## config.mk

```make
export PLATFORM = sky130hd
export DESIGN_NAME = vpc_pwr_ctl
export DESIGN_NICKNAME = d
export VERILOG_FILES = /design/src/rtl/vpc_pkg.sv /design/src/rtl/vpc_pwr_reg.sv /design/src/rtl/vpc_pwr_decode.sv /design/src/rtl/vpc_sense.sv /design/src/rtl/vpc_pwr_ctl.sv
export SDC_FILE = /design/constraint.sdc
export NUM_CORES = 1
export LEC_CHECK = 0
export ABC_AREA = 1
export BUFFER_PORTS_ARGS = -buffer_cell sky130_fd_sc_hd__buf_2
export CORE_UTILIZATION = 40
export DETAILED_ROUTE_END_ITERATION = 10
export PLACE_DENSITY = 0.85
export REMOVE_ABC_BUFFERS = 1
export SLEW_MARGIN = 40
export SYNTH_ARGS = -nofsm -noshare
export SYNTH_HDL_FRONTEND = slang
export SYNTH_SLANG_ARGS = --single-unit
```

## constraint.sdc

```tcl
create_clock -name clk -period 1.7 [get_ports clk]
set_input_delay 0.34 -clock clk [delete_from_list [all_inputs] [get_ports clk]]
set_output_delay 0.34 -clock clk [all_outputs]
set_load 0.05 [all_outputs]
```

## src/rtl/vpc_pkg.sv

```systemverilog
package vpc_pkg;
  localparam int PD_W = 3;
  localparam int FLAG_W = 3;
  localparam logic [PD_W-1:0] PD_NORMAL = 3'b011;
  localparam logic [PD_W-1:0] PD_DEFAULT = PD_NORMAL;

  typedef struct packed {
    logic cvbs;
    logic y;
    logic c;
    logic core;
  } grp_en_t;

  function automatic grp_en_t pd_decode(input logic [PD_W-1:0] pd);
    grp_en_t e;
    e = '0;
    if (!pd[2]) begin
      unique case (pd[1:0])
        2'b00: e = '{cvbs: 1'b0, y: 1'b1, c: 1'b1, core: 1'b1};
        2'b01: e = '{cvbs: 1'b0, y: 1'b0, c: 1'b0, core: 1'b0};
        2'b10: e = '{cvbs: 1'b1, y: 1'b0, c: 1'b0, core: 1'b1};
        default: e = '{cvbs: 1'b1, y: 1'b1, c: 1'b1, core: 1'b1};
      endcase
    end
    return e;
  endfunction

  function automatic logic clkbuf_on(input logic [PD_W-1:0] pd, input logic pin_out);
    return pin_out & ~pd[2];
  endfunction
endpackage

```

## src/rtl/vpc_pwr_reg.sv

```systemverilog
module vpc_pwr_reg
  import vpc_pkg::*;
(
  input  logic            clk,
  input  logic            rst_n,
  input  logic            wr,
  input  logic [4:0]      wbits,
  output logic            scart_q,
  output logic            rstb_q,
  output logic [PD_W-1:0] pd_q,
  output logic            soft_rst_evt
);
  assign soft_rst_evt = wr & ~wbits[3];

  always_ff @(posedge clk or negedge rst_n) begin
    if (!rst_n) begin
      scart_q <= 1'b0;
      rstb_q  <= 1'b1;
      pd_q    <= PD_DEFAULT;
    end else if (wr) begin
      rstb_q <= wbits[3];
      if (!wbits[3] || !rstb_q) begin
        scart_q <= 1'b0;
        pd_q    <= PD_DEFAULT;
      end else begin
        scart_q <= wbits[4];
        pd_q    <= wbits[2:0];
      end
    end
  end
endmodule

```

## src/rtl/vpc_pwr_decode.sv

```systemverilog
module vpc_pwr_decode
  import vpc_pkg::*;
(
  input  logic [PD_W-1:0] pd,
  input  logic            pin_out,
  output grp_en_t         en,
  output logic            clkbuf_en
);
  always_comb begin
    en        = pd_decode(pd);
    clkbuf_en = clkbuf_on(pd, pin_out);
  end
endmodule

```

## src/rtl/vpc_sense.sv

```systemverilog
module vpc_sense
  import vpc_pkg::*;
(
  input  logic              clk,
  input  logic              rst_n,
  input  logic              clr,
  input  logic              wr,
  input  logic              sense_bit,
  input  logic              pd_normal,
  input  logic [FLAG_W-1:0] cmp,
  output logic              drive,
  output logic [FLAG_W-1:0] flags_q,
  output logic              sense_start,
  output logic              sense_end,
  output logic              sense_abort
);
  logic active_q;

  assign sense_start = ~clr & wr & sense_bit & pd_normal & ~active_q;
  assign sense_end   = ~clr & wr & ~sense_bit & pd_normal & active_q;
  assign sense_abort = ~clr & active_q & ~pd_normal;
  assign drive       = active_q & pd_normal;

  always_ff @(posedge clk or negedge rst_n) begin
    if (!rst_n) begin
      active_q <= 1'b0;
      flags_q  <= '0;
    end else if (clr) begin
      active_q <= 1'b0;
      flags_q  <= '0;
    end else if (sense_abort) begin
      active_q <= 1'b0;
    end else if (sense_start) begin
      active_q <= 1'b1;
    end else if (sense_end) begin
      active_q <= 1'b0;
      flags_q  <= cmp;
    end
  end
endmodule

```

## src/rtl/vpc_pwr_ctl.sv

```systemverilog
module vpc_pwr_ctl
  import vpc_pkg::*;
#(
  parameter int          AW       = 8,
  parameter int          DW       = 8,
  parameter logic [AW-1:0] PWR_ADDR = 8'h0E,
  parameter logic [AW-1:0] DET_ADDR = 8'h10
) (
  input  logic          clk,
  input  logic          rst_n,
  input  logic          reg_we,
  input  logic [AW-1:0] reg_addr,
  input  logic [DW-1:0] reg_wdata,
  output logic [DW-1:0] reg_rdata,
  input  logic          clk_pin_out,
  input  logic          cmp_y,
  input  logic          cmp_c,
  input  logic          cmp_cvbs,
  output logic          cvbs_dac_en,
  output logic          y_dac_en,
  output logic          c_dac_en,
  output logic          core_en,
  output logic          clkbuf_en,
  output logic          rgb_sel,
  output logic          csync_en,
  output logic          sense_drive,
  output logic          soft_rst_n
);
  localparam int PWR_BITS = 5;
  localparam int DET_BITS = FLAG_W + 1;

  logic            pwr_wr, det_wr;
  logic            scart_q, rstb_q, soft_rst_evt;
  logic [PD_W-1:0] pd_q;
  logic            pd_normal, sense_clr;
  logic [FLAG_W-1:0] flags_q;
  logic            sense_start, sense_end, sense_abort;
  grp_en_t         grp_en;

  assign pwr_wr    = reg_we & (reg_addr == PWR_ADDR);
  assign det_wr    = reg_we & (reg_addr == DET_ADDR);
  assign pd_normal = (pd_q == PD_NORMAL);
  assign sense_clr = soft_rst_evt | ~rstb_q;

  vpc_pwr_reg u_pwr (
    .clk          (clk),
    .rst_n        (rst_n),
    .wr           (pwr_wr),
    .wbits        (reg_wdata[PWR_BITS-1:0]),
    .scart_q      (scart_q),
    .rstb_q       (rstb_q),
    .pd_q         (pd_q),
    .soft_rst_evt (soft_rst_evt)
  );

  vpc_pwr_decode u_dec (
    .pd        (pd_q),
    .pin_out   (clk_pin_out),
    .en        (grp_en),
    .clkbuf_en (clkbuf_en)
  );

  vpc_sense u_sense (
    .clk         (clk),
    .rst_n       (rst_n),
    .clr         (sense_clr),
    .wr          (det_wr),
    .sense_bit   (reg_wdata[0]),
    .pd_normal   (pd_normal),
    .cmp         ({cmp_y, cmp_c, cmp_cvbs}),
    .drive       (sense_drive),
    .flags_q     (flags_q),
    .sense_start (sense_start),
    .sense_end   (sense_end),
    .sense_abort (sense_abort)
  );

  assign cvbs_dac_en = grp_en.cvbs;
  assign y_dac_en    = grp_en.y;
  assign c_dac_en    = grp_en.c;
  assign core_en     = grp_en.core;
  assign rgb_sel     = scart_q;
  assign csync_en    = scart_q;
  assign soft_rst_n  = rstb_q;

  always_comb begin
    reg_rdata = '0;
    if (reg_addr == PWR_ADDR)
      reg_rdata[PWR_BITS-1:0] = {scart_q, rstb_q, pd_q};
    else if (reg_addr == DET_ADDR)
      reg_rdata[DET_BITS-1:0] = {flags_q, 1'b0};
  end
endmodule

```

# Word-level counts from Yosys, hierarchy flattened
# Index checks and enable logic that the tools add are counted.
# totals
input_bits	23
register_bits	9
out_inout_bits	17
# classes
n_reduce_logical	7
eq_ne	7
mux	15
bitwise	22
# op_table
op	count
$mux 3	5
$and 1x1->1	14
$mux 4	3
$pmux 4 s3	1
$eq 8x4->1 const B	1
$eq 8x5->1 const B	1
$not 1->1	7
$mux 1	6
$ne 2x1->1 const B	2
$reduce_bool 4->1	1
$eq 3x2->1 const B	1
$reduce_and 3->1	1
$eq 2x1->1 const B	1
$eq 2x2->1 const B	1
$logic_not 1->1	2
$logic_not 2->1	1
$reduce_bool 2->1	1
$logic_or 1x1->1	1
$or 1x1->1	1

# Depth between registers and ports, before layout
# Gate-level depths: netlist (run 1).
# depth
depth_word	13
ltp_mapped	9
mapped_depth_nobuf	9

# Hierarchy
# A second synthesis (run 1) with hierarchy kept.
# unflattened
hier_cells	114
area_unflattened_um2	763.2
# modules_own_cells
mod	n_inst	area_each_um2	cells_each
vpc_pwr_ctl	1	235.2	46
vpc_pwr_reg	1	234.0	27
vpc_sense	1	215.2	28
vpc_pwr_decode	1	78.8	13

# Worst setup path before layout (run 1)
# OpenSTA, ideal clock, no wires.
# synth_path
path_kind	register -> output
startpoint	register u_pwr.rstb_q
endpoint	output reg_rdata[3]
setup_slack_ps	-515
arrival_ps	1875
t_required_ps	1360
path_stages_with_launch	3
path_buffers	0
path_cell_list	dfstp_2 > inv_1 > o21ai_0
# synth_between
elab_chain_len	1
# synth_rtl
element	line	text
from (decl)	vpc_pwr_reg.sv:9	output logic rstb_q,
from (signal assigned)	vpc_pwr_reg.sv:21	rstb_q <= wbits[3];
$mux 4	vpc_pwr_ctl.sv:88	if (reg_addr == PWR_ADDR)
to (decl)	vpc_pwr_ctl.sv:14	output logic [DW-1:0] reg_rdata,
# Every way passes these cells.

# Final worst setup path (run 1)
# layout_path
startpoint	register u_pwr.pd_q[1]
endpoint	output c_dac_en
# layout_between
elab_chain_len	3
elab_cells_between_ends	5
classes_between	eq/ne: 2; mux: 2; reduce/logical: 1
# layout_rtl
element	line	text
from (decl)	vpc_pwr_reg.sv:10	output logic [PD_W-1:0] pd_q,
from (signal assigned)	vpc_pwr_reg.sv:27	pd_q <= wbits[2:0];
$eq 2x2->1 (tied with other cells)	vpc_pkg.sv:18	unique case (pd[1:0])
$pmux 4 s3 (*)	vpc_pkg.sv:18	
$mux 4 (*)	vpc_pkg.sv:17	if (!pd[2]) begin
to (decl)	vpc_pwr_ctl.sv:21	output logic c_dac_en,
# Mark *: on every way between the ends. The rest lies on a longest branch, timed or not.

==> flow_summary.ini, run 1 <==
[cts]
clock-sinks = 9
clk_pin_slew_ps = 70
clock_latency_ps = 270
cts_inserted_buffers = 3
htree_levels = 1
cts-root-buf = clkbuf_4
clockBufferDepth = 2
cts_tree = yes

[route]
remaining_drc_errors = 0
drtIter0Drc = 23
avgRoutedWirePerCell_microns = 12.08
wl_microns = 2126
vias = 835
routed_via_density = 4.744
drtPass1Iterations = 4
antenna_left = 0

[die]
core-area_sq_mm = 0.001727
die_w_microns = 44.78
start_util_pct = 42.39
dieArea_sq_mm = 0.002005
ios = 40
die_h_microns = 44.78
std_cell_rows = 15

[pwr]
powerDensity_mw_per_mm2 = 579.5
swShare_pct = 36.86
ir_drop_v = 0.0004262
power_frac_comb_pct = 34.4
clock_power_share_pct = 28.7
p_int_uw = 394.6
leakage_nw = 0.5813
seq_power_share_pct = 36.9
power_uw = 625.0
p_sw_uw = 230.4

[synth]
yosys-top-cells-count = 25 x inv_1, 25 x nand2_1, 16 x nor2_1, 8 x o21ai_0, 6 x dfrtp_1
syn_area_per_cell_sq_um = 6.594
synth_largest_area_cell = dfrtp_1
yosysSeqAreaShare_pct = 31.28
syn_area_sq_um = 732.0
synth.top_cell.area_share_pct = 20.51
yosysWarnings = 0
ys_ff_latch = 9
synthDistinctLibCells = 18
synth_area_leaders = dfrtp_1 21%, inv_1 13%, nand2_1 13%, dfstp_2 11%, nor2_1 8.2%
syn_inst = 111
synthFlopType = dfrtp_1
async_flop_share_pct = 100.0
synth_edf_count = 0

[place]
numPortBuffers = 33
routabilityCongestion = 0.7842
dp_hpwl_microns = 1352

[critical_path]
required_ps = 1360
start_kind = flop
cp_cell_sequence = inv_2, ha_4, inv_2, nor2_4, buf_8
cpMaxStageDelayCell = dfstp_2
crit_fanout = 3
slowest_delay_ps = 560
critPathKind = reg2out
cpMostUsedCell = inv_2
crit_arrival_ps = 1500
end_kind = output pin

[sta]
fmax_mhz = 544.1
fin_skew_ps = 3.677
setup_viol = 4
period_share_pct = 108.1
hold_violations = 0
period_minus_slack_ps = 1838
slew_violations = 0
whs_ps = 327.1
rsz0062_at_grt = yes
setup_slack_ps = -138.0

[run]
cap_violations = 0

[global_routing]
grt-ovfl-total = 0
gr-usage-all-layers_pct = 20.92
grt_start_max_net_pins = 11
antenna_found_initial = 0
grt_pass1_wl_microns = 3049
grt_pass1_vias = 722

[finish]
nets = 177
area_growth_pct = 47.35
drive_gt1_share_pct = 43.05
diodes = 0

[outcome]
outcome = finished, violations left
violations = setup timing

[hold_path]
hp-class = in2reg
-- worst paths after layout --
kind | startpoint | end | slack (ps) | cells past startpoint
setup / recovery | u_pwr.pd_q[1]$_DFFE_PN1N_ | c_dac_en | -140 | 5
hold / removal | reg_wdata[3] | u_pwr.rstb_q$_DFFE_PN1N_ | 330 | 3
setup reg to reg | u_pwr.pd_q[0]$_DFFE_PN1N_ | u_sense.flags_q[1]$_DFFE_PN0P_ | 220 | 7
hold reg to reg | u_pwr.pd_q[0]$_DFFE_PN1N_ | u_pwr.pd_q[0]$_DFFE_PN1N_ | 540 | 2
max in group asynchronous | rst_n | u_pwr.pd_q[0]$_DFFE_PN1N_ | 990 | 2
min in group asynchronous | rst_n | u_sense.flags_q[2]$_DFFE_PN0P_ | 460 | 2
-- worst max-delay path, delay by kind of cell, from the launching register on --
family | cells | cell delay, ps
buffers and inverters | 3 | 260
flip-flops | 1 | 560
AND/OR/NAND/NOR | 1 | 130
adder cells (fa/ha/maj) | 1 | 260
-- final cells by class --
cell class | instances | area, sq um
Sequential cell | 9 | 229.0
Inverter | 26 | 100.1
Timing Repair Buffer | 40 | 295.3
Fill cell | 150 | 648.1
Tap cell | 25 | 31.28
Multi-Input combinational cell | 72 | 396.6
Clock buffer | 4 | 26.28
-- per-stage QoR --
step / cell area [sq um] / cells / worst slack [ps] / util, % / setup TNS (ps)
after global routing: 1079 / 176 / -161.2 / 62.46 / -631.9
after global placement: 908.4 / 167 / 26.89 / 52.61 / 0
final: 1079 / 176 / -138.0 / 62.46 / -343.6
after detailed placement: 908.4 / 167 / 20.25 / 52.61 / 0
after CTS: 993.5 / 173 / -90.65 / 57.54 / -213.1
after floorplan: 696.9 / 107 / -757.7 / - / -3265
-- layout by cell type (no fill, tap or decap), types with 4 or more instances in the layout --
master and n:
inv_1 21, buf_6 8, o21ai_0 5, inv_2 4
buf_2 21, nand4_1 5, nor2_1 15, nand2_1 24
buf_4 8, dfrtp_1 6, nand2_2 4
-- power by group through the flow --
stage                     logic, mW  clock network, mW  registers, mW
after floorplan              0.0989                  0          0.236
after global placement        0.153                  0          0.233
after detailed placement      0.157                  0          0.233
after CTS                     0.184              0.177          0.230
after global routing          0.227              0.196          0.231
final                         0.215              0.179          0.231
-- metal layers --
layer / up-vias / routed length [microns] / global-route usage [%]
met4: 0 / 112 / 12.12
met3: 12 / 98 / 3.200
met2: 42 / 1148 / 36.76
li1: 403 / - / -
met1: 378 / 767 / 24.00
met5: - / 0 / 0
-- registers in the layout, indices dropped and copies added, names as in the netlist --
register,cells
u_pwr.scart_q,1
u_sense.flags_q,3
u_sense.active_q,1
u_pwr.pd_q,3
u_pwr.rstb_q,1
-- logic make-up (layout without fill, tap and decap cells) --
kind of cell,Yosys count,count (layout),share of synthesized area (%)
AO/OA/AOI/OAI,8,8,5.470
adder cells (fa/ha/maj),2,2,3.418
buffers and inverters,32,70,19.14
flip-flops,9,9,31.28
other,1,3,0.5123
AND/OR/NAND/NOR,59,59,40.17
-- repair_timing --
item	in CTS	in global routing
hold buffers	1	0
pin swaps	2	7
endpoints found under the setup margin	4	10
cloned	0	0
resized for setup	13	28
endpoints found under the hold margin	6	0
buffers inserted	1	3
Note: power is estimated with default switching activity, not from simulation.
==> run 2, diff against run 1 <==
--- a/config.mk
+++ b/config.mk
@@ -11,6 +11,7 @@
 export DETAILED_ROUTE_END_ITERATION = 10
 export PLACE_DENSITY = 0.85
 export REMOVE_ABC_BUFFERS = 1
+export SETUP_SLACK_MARGIN = 0.5
 export SLEW_MARGIN = 40
 export SYNTH_ARGS = -nofsm -noshare
 export SYNTH_HDL_FRONTEND = slang
==> flow_summary.ini, run 2 (same netlist as run 1, synthesis figures left out) <==
[finish]
final_common_cell = buf_6
layoutNonFillerInstCount = 192
reg_top3 = u_pwr.pd_q: 3 flops, u_sense.flags_q: 3 flops
finish.utilization_pct = 84.57
final_cell_mix = 19 x buf_6, 18 x inv_1, 16 x nand2_1
diodes = 0
final_area_sq_mm = 0.001460
area_growth_pct = 99.49
drive_gt1_share_pct = 64.67
nets = 193

[global_routing]
grt_pass1_vias = 833
antenna_found_initial = 0
grt-ovfl-total = 0
grt_pass1_wl_microns = 3974
grt_start_max_net_pins = 11
gr-usage-all-layers_pct = 27.77

[place]
dp_hpwl_microns = 1352
routabilityCongestion = 0.7842
place_area_sq_um = 908.4
dp_cells = 167
numPortBuffers = 33

[route]
routed_via_density = 5.198
wl_microns = 3222
drtIter0Drc = 45
antenna_left = 0
vias = 998
drtPass1Iterations = 4
avgRoutedWirePerCell_microns = 16.78
remaining_drc_errors = 0

[outcome]
outcome = finished, violations left
violations = setup timing

[die]
die_h_microns = 44.78
std_cell_rows = 15
dieArea_sq_mm = 0.002005
start_util_pct = 42.39
ios = 40
die_w_microns = 44.78
core-area_sq_mm = 0.001727

[cts]
clk_pin_slew_ps = 70
clock_latency_ps = 280
cts_inserted_buffers = 3
htree_levels = 1
clock-sinks = 9
clockBufferDepth = 2
cts_tree = yes
cts-root-buf = clkbuf_4

[critical_path]
required_ps = 1360
cpMaxStageDelayCell = dfstp_2
crit_arrival_ps = 1520
cpMostUsedCell = inv_2
critPathKind = reg2out
start_kind = flop
cp_cell_sequence = inv_2, ha_4, inv_2, nor2_4, buf_8
slowest_delay_ps = 570
end_kind = output pin
crit_fanout = 3

[sta]
fin_skew_ps = 3.962
rsz0062_at_grt = yes
slew_violations = 0
period_share_pct = 109.6
setup_viol = 5
setup_tns_ps = -563.3
period_minus_slack_ps = 1863
setup_slack_ps = -162.9
hold_violations = 0
fmax_mhz = 536.8

[pwr]
ir_drop_v = 0.0005456
leakage_nw = 0.7052
powerDensity_mw_per_mm2 = 482.8
power_uw = 704.9

[hold_path]
hp-class = in2reg

[run]
cap_violations = 0
-- run 2: cell count changes in the layout (fill, tap and decap cells not counted), moves of 6 or more --
cell,change
nand2_1,-8
buf_2,-6
buf_6,+11
nand2_2,+6
o21ai_2,+6
buf_8,+8
nor2_1,-7
nor2_4,+7
-- run 2: repair_timing --
item / in CTS / in global routing
pin swaps: 10 / 11
hold buffers: 1 / 0
resized for setup: 63 / 51
endpoints found under the setup margin: 17 / 23
hold endpoints to repair: 6 / 0
setup buffers: 8 / 12
-- run 2: cell type report --
class                           count  area (sq um)
Timing Repair Buffer               56         531.8
Fill cell                          89         266.5
Tap cell                           25         31.28
Clock buffer                        4         26.28
Multi-Input combinational cell     72         536.8
Inverter                           26         102.6
Sequential cell                     9         231.5
-- run 2: through the flow --
stage	setup slack, ps	hold slack [ps]
after floorplan	-757.7	44.41
after global placement	26.89	199.6
after detailed placement	20.25	212.7
after CTS	-89.21	324.5
after global routing	-184.1	309.6
final	-162.9	305.9
-- run 2: per-layer routing --
layer | up-vias | GRT usage [%] | wire (microns)
li1 | 437 | - | -
met1 | 486 | 36.07 | 1304
met2 | 59 | 45.88 | 1578
met3 | 16 | 4.400 | 224
met4 | 0 | 11.52 | 115
met5 | - | 0 | 0
-- run 2: power breakdown --
| group | switching, mW | leakage [nW] | internal, mW |
|---|---|---|---|
| Sequential | 0.00871 | 0.112 | 0.223 |
| Clock | 0.0934 | 0.0150 | 0.0911 |
| Combinational | 0.168 | 0.579 | 0.120 |
| Total | 0.271 | 0.705 | 0.434 |
-- run 2: path summary, 6_finish.rpt --
path	start	endpoint	slack (ps)	depth (start not counted)
worst min-delay path	reg_wdata[2]	u_pwr.pd_q[2]$_DFFE_PN0N_	310	3
worst max-delay path	u_pwr.pd_q[1]$_DFFE_PN1N_	y_dac_en	-160	5
worst max register to register	u_pwr.pd_q[1]$_DFFE_PN1N_	u_sense.flags_q[1]$_DFFE_PN0P_	50	9
worst min register to register	u_pwr.scart_q$_DFFE_PN0N_	u_pwr.scart_q$_DFFE_PN0N_	580	2
min in group asynchronous	rst_n	u_sense.flags_q[1]$_DFFE_PN0P_	450	2
max in group asynchronous	rst_n	u_pwr.rstb_q$_DFFE_PN1N_	990	2
-- run 2: worst max-delay path: cells and delay by family, from the launching register on --
family,cells,cell delay (ps)
AND/OR/NAND/NOR,1,140
adder cells (fa/ha/maj),1,260
flip-flops,1,570
buffers and inverters,3,280
==> run 3, diff against run 2 <==
--- a/config.mk
+++ b/config.mk
@@ -7,6 +7,8 @@
 export LEC_CHECK = 0
 export ABC_AREA = 1
 export BUFFER_PORTS_ARGS = -buffer_cell sky130_fd_sc_hd__buf_2
+export CORE_ASPECT_RATIO = 1.4
+export CORE_MARGIN = 3
 export CORE_UTILIZATION = 40
 export DETAILED_ROUTE_END_ITERATION = 10
 export PLACE_DENSITY = 0.85
==> flow_summary.ini, run 3 (same netlist as run 1, synthesis figures left out) <==
[outcome]
outcome = finished, violations left
violations = setup timing

[critical_path]
crit_fanout = 3
critPathKind = reg2out
critPathTopFamily = flip-flops
cpMaxStageDelayCell = dfstp_2
crit_arrival_ps = 1470
cp_cell_sequence = inv_4, ha_4, inv_2, nor2_4, buf_8
required_ps = 1360
start_kind = flop
slowest_delay_ps = 580
end_kind = output pin
crit_buf_inv = 3

[die]
dieArea_sq_mm = 0.002387
ios = 40
die_w_microns = 42.16
core-area_sq_mm = 0.001659
die_h_microns = 56.62
start_util_pct = 44.12
std_cell_rows = 17

[cts]
clk_pin_slew_ps = 60
clock_latency_ps = 270
cts-root-buf = clkbuf_4
clock-sinks = 9
cts_tree = yes
clockBufferDepth = 2
htree_levels = 1
cts_inserted_buffers = 3

[sta]
setup_viol = 5
period_share_pct = 106.6
setup_slack_ps = -111.6
fin_skew_ps = 6.263
fmax_mhz = 552.0
rsz0062_at_grt = yes
slew_violations = 0
period_minus_slack_ps = 1812
hold_violations = 0
setup_tns_ps = -389.5

[global_routing]
use_met2_pct = 35.40
grt_pass1_vias = 803
grt_start_max_net_pins = 11
grt.met3_usage_pct = 2.885
grt_use_met1_pct = 20.12
grt-ovfl-total = 0
gr-usage-all-layers_pct = 19.40
busiest_layer = met2
grt_pass1_wl_microns = 3512
antenna_found_initial = 0

[route]
wl_microns = 2838
avgRoutedWirePerCell_microns = 15.94
drtPass1Iterations = 4
routed_via_density = 5.079
drtIter0Drc = 30
remaining_drc_errors = 0
vias = 904
antenna_left = 0

[pwr]
powerDensity_mw_per_mm2 = 505.0
leakage_nw = 0.6398
power_uw = 659.1
ir_drop_v = 0.0004817

[finish]
final_area_sq_mm = 0.001305
layoutNonFillerInstCount = 178
drive_gt1_share_pct = 55.35
diodes = 0
area_growth_pct = 78.29
nets = 185
final_common_cell = nand2_1
final_cell_mix = 23 x nand2_1, 19 x inv_1, 16 x buf_2
reg_top3 = u_pwr.pd_q: 3 flops, u_sense.flags_q: 3 flops

[place]
dp_hpwl_microns = 1406
dp_cells = 161
routabilityCongestion = 0.8051
place_area_sq_um = 900.9
place_worst_setup_slack_ps = -18.54
numPortBuffers = 33

[run]
cap_violations = 0

[hold_path]
hp-class = in2reg
-- run 3: changes by cell type in the layout (fill, tap and decap cells not counted), sizes merged --
cell and delta:
buf -8
-- run 3: worst paths after layout --
path,startpoint,to,slack (ps),depth (start not counted)
worst max-delay path,u_pwr.pd_q[1]$_DFFE_PN1N_,c_dac_en,-110,5
worst min-delay path,reg_wdata[2],u_pwr.pd_q[2]$_DFFE_PN0N_,330,3
worst max register to register,u_pwr.pd_q[1]$_DFFE_PN1N_,u_sense.flags_q[0]$_DFFE_PN0P_,210,8
worst min register to register,u_pwr.pd_q[1]$_DFFE_PN1N_,u_pwr.pd_q[1]$_DFFE_PN1N_,540,2
max in group asynchronous,rst_n,u_pwr.rstb_q$_DFFE_PN1N_,960,2
min in group asynchronous,rst_n,u_sense.active_q$_DFFE_PN0P_,480,2
-- run 3: per-stage QoR --
step	hold slack (ps)	utilization, %
5_1_grt	321.2	78.66
6_report	325.2	78.66
4_1_cts	338.2	67.65
3_5_place_dp	201.5	54.30
3_3_place_gp	195.6	54.30
2_1_floorplan	44.41	-
-- run 3: cell type report --
class                           instances  area, sq um
Clock buffer                            4        26.28
Sequential cell                         9        231.5
Multi-Input combinational cell         72        489.2
Fill cell                              83        354.1
Tap cell                               19        23.77
Inverter                               26        102.6
Timing Repair Buffer                   48        431.7
-- run 3: worst register-to-register path, cell delays in order (launching register included) --
cell	delay (ps)
dfstp_2	580
buf_4	140
ha_4	150
nand3_4	90
nor2_4	140
nand3_2	110
nand2_1	70
inv_1	30
nor2_1	100
-- run 3: repair_timing --
| item | in CTS | in global routing |
|---|---|---|
| buffers inserted | 3 | 9 |
| pin swaps | 4 | 9 |
| endpoints found under the hold margin | 6 | 0 |
| endpoints found under the setup margin | 17 | 18 |
| hold buffers | 1 | 0 |
| gates resized for setup | 53 | 31 |
-- run 3: routing by layer --
layer / routed length, microns / part of all wire (%)
met5: 0 / 0
met2: 1598 / 56
met4: 135 / 4.8
met1: 932 / 33
met3: 173 / 6.1
-- run 3: power by group --
part / switching (mW) / leakage [nW] / internal, mW
Clock: 0.0784 / 0.0150 / 0.0907
Combinational: 0.155 / 0.513 / 0.104
Sequential: 0.00816 / 0.112 / 0.224
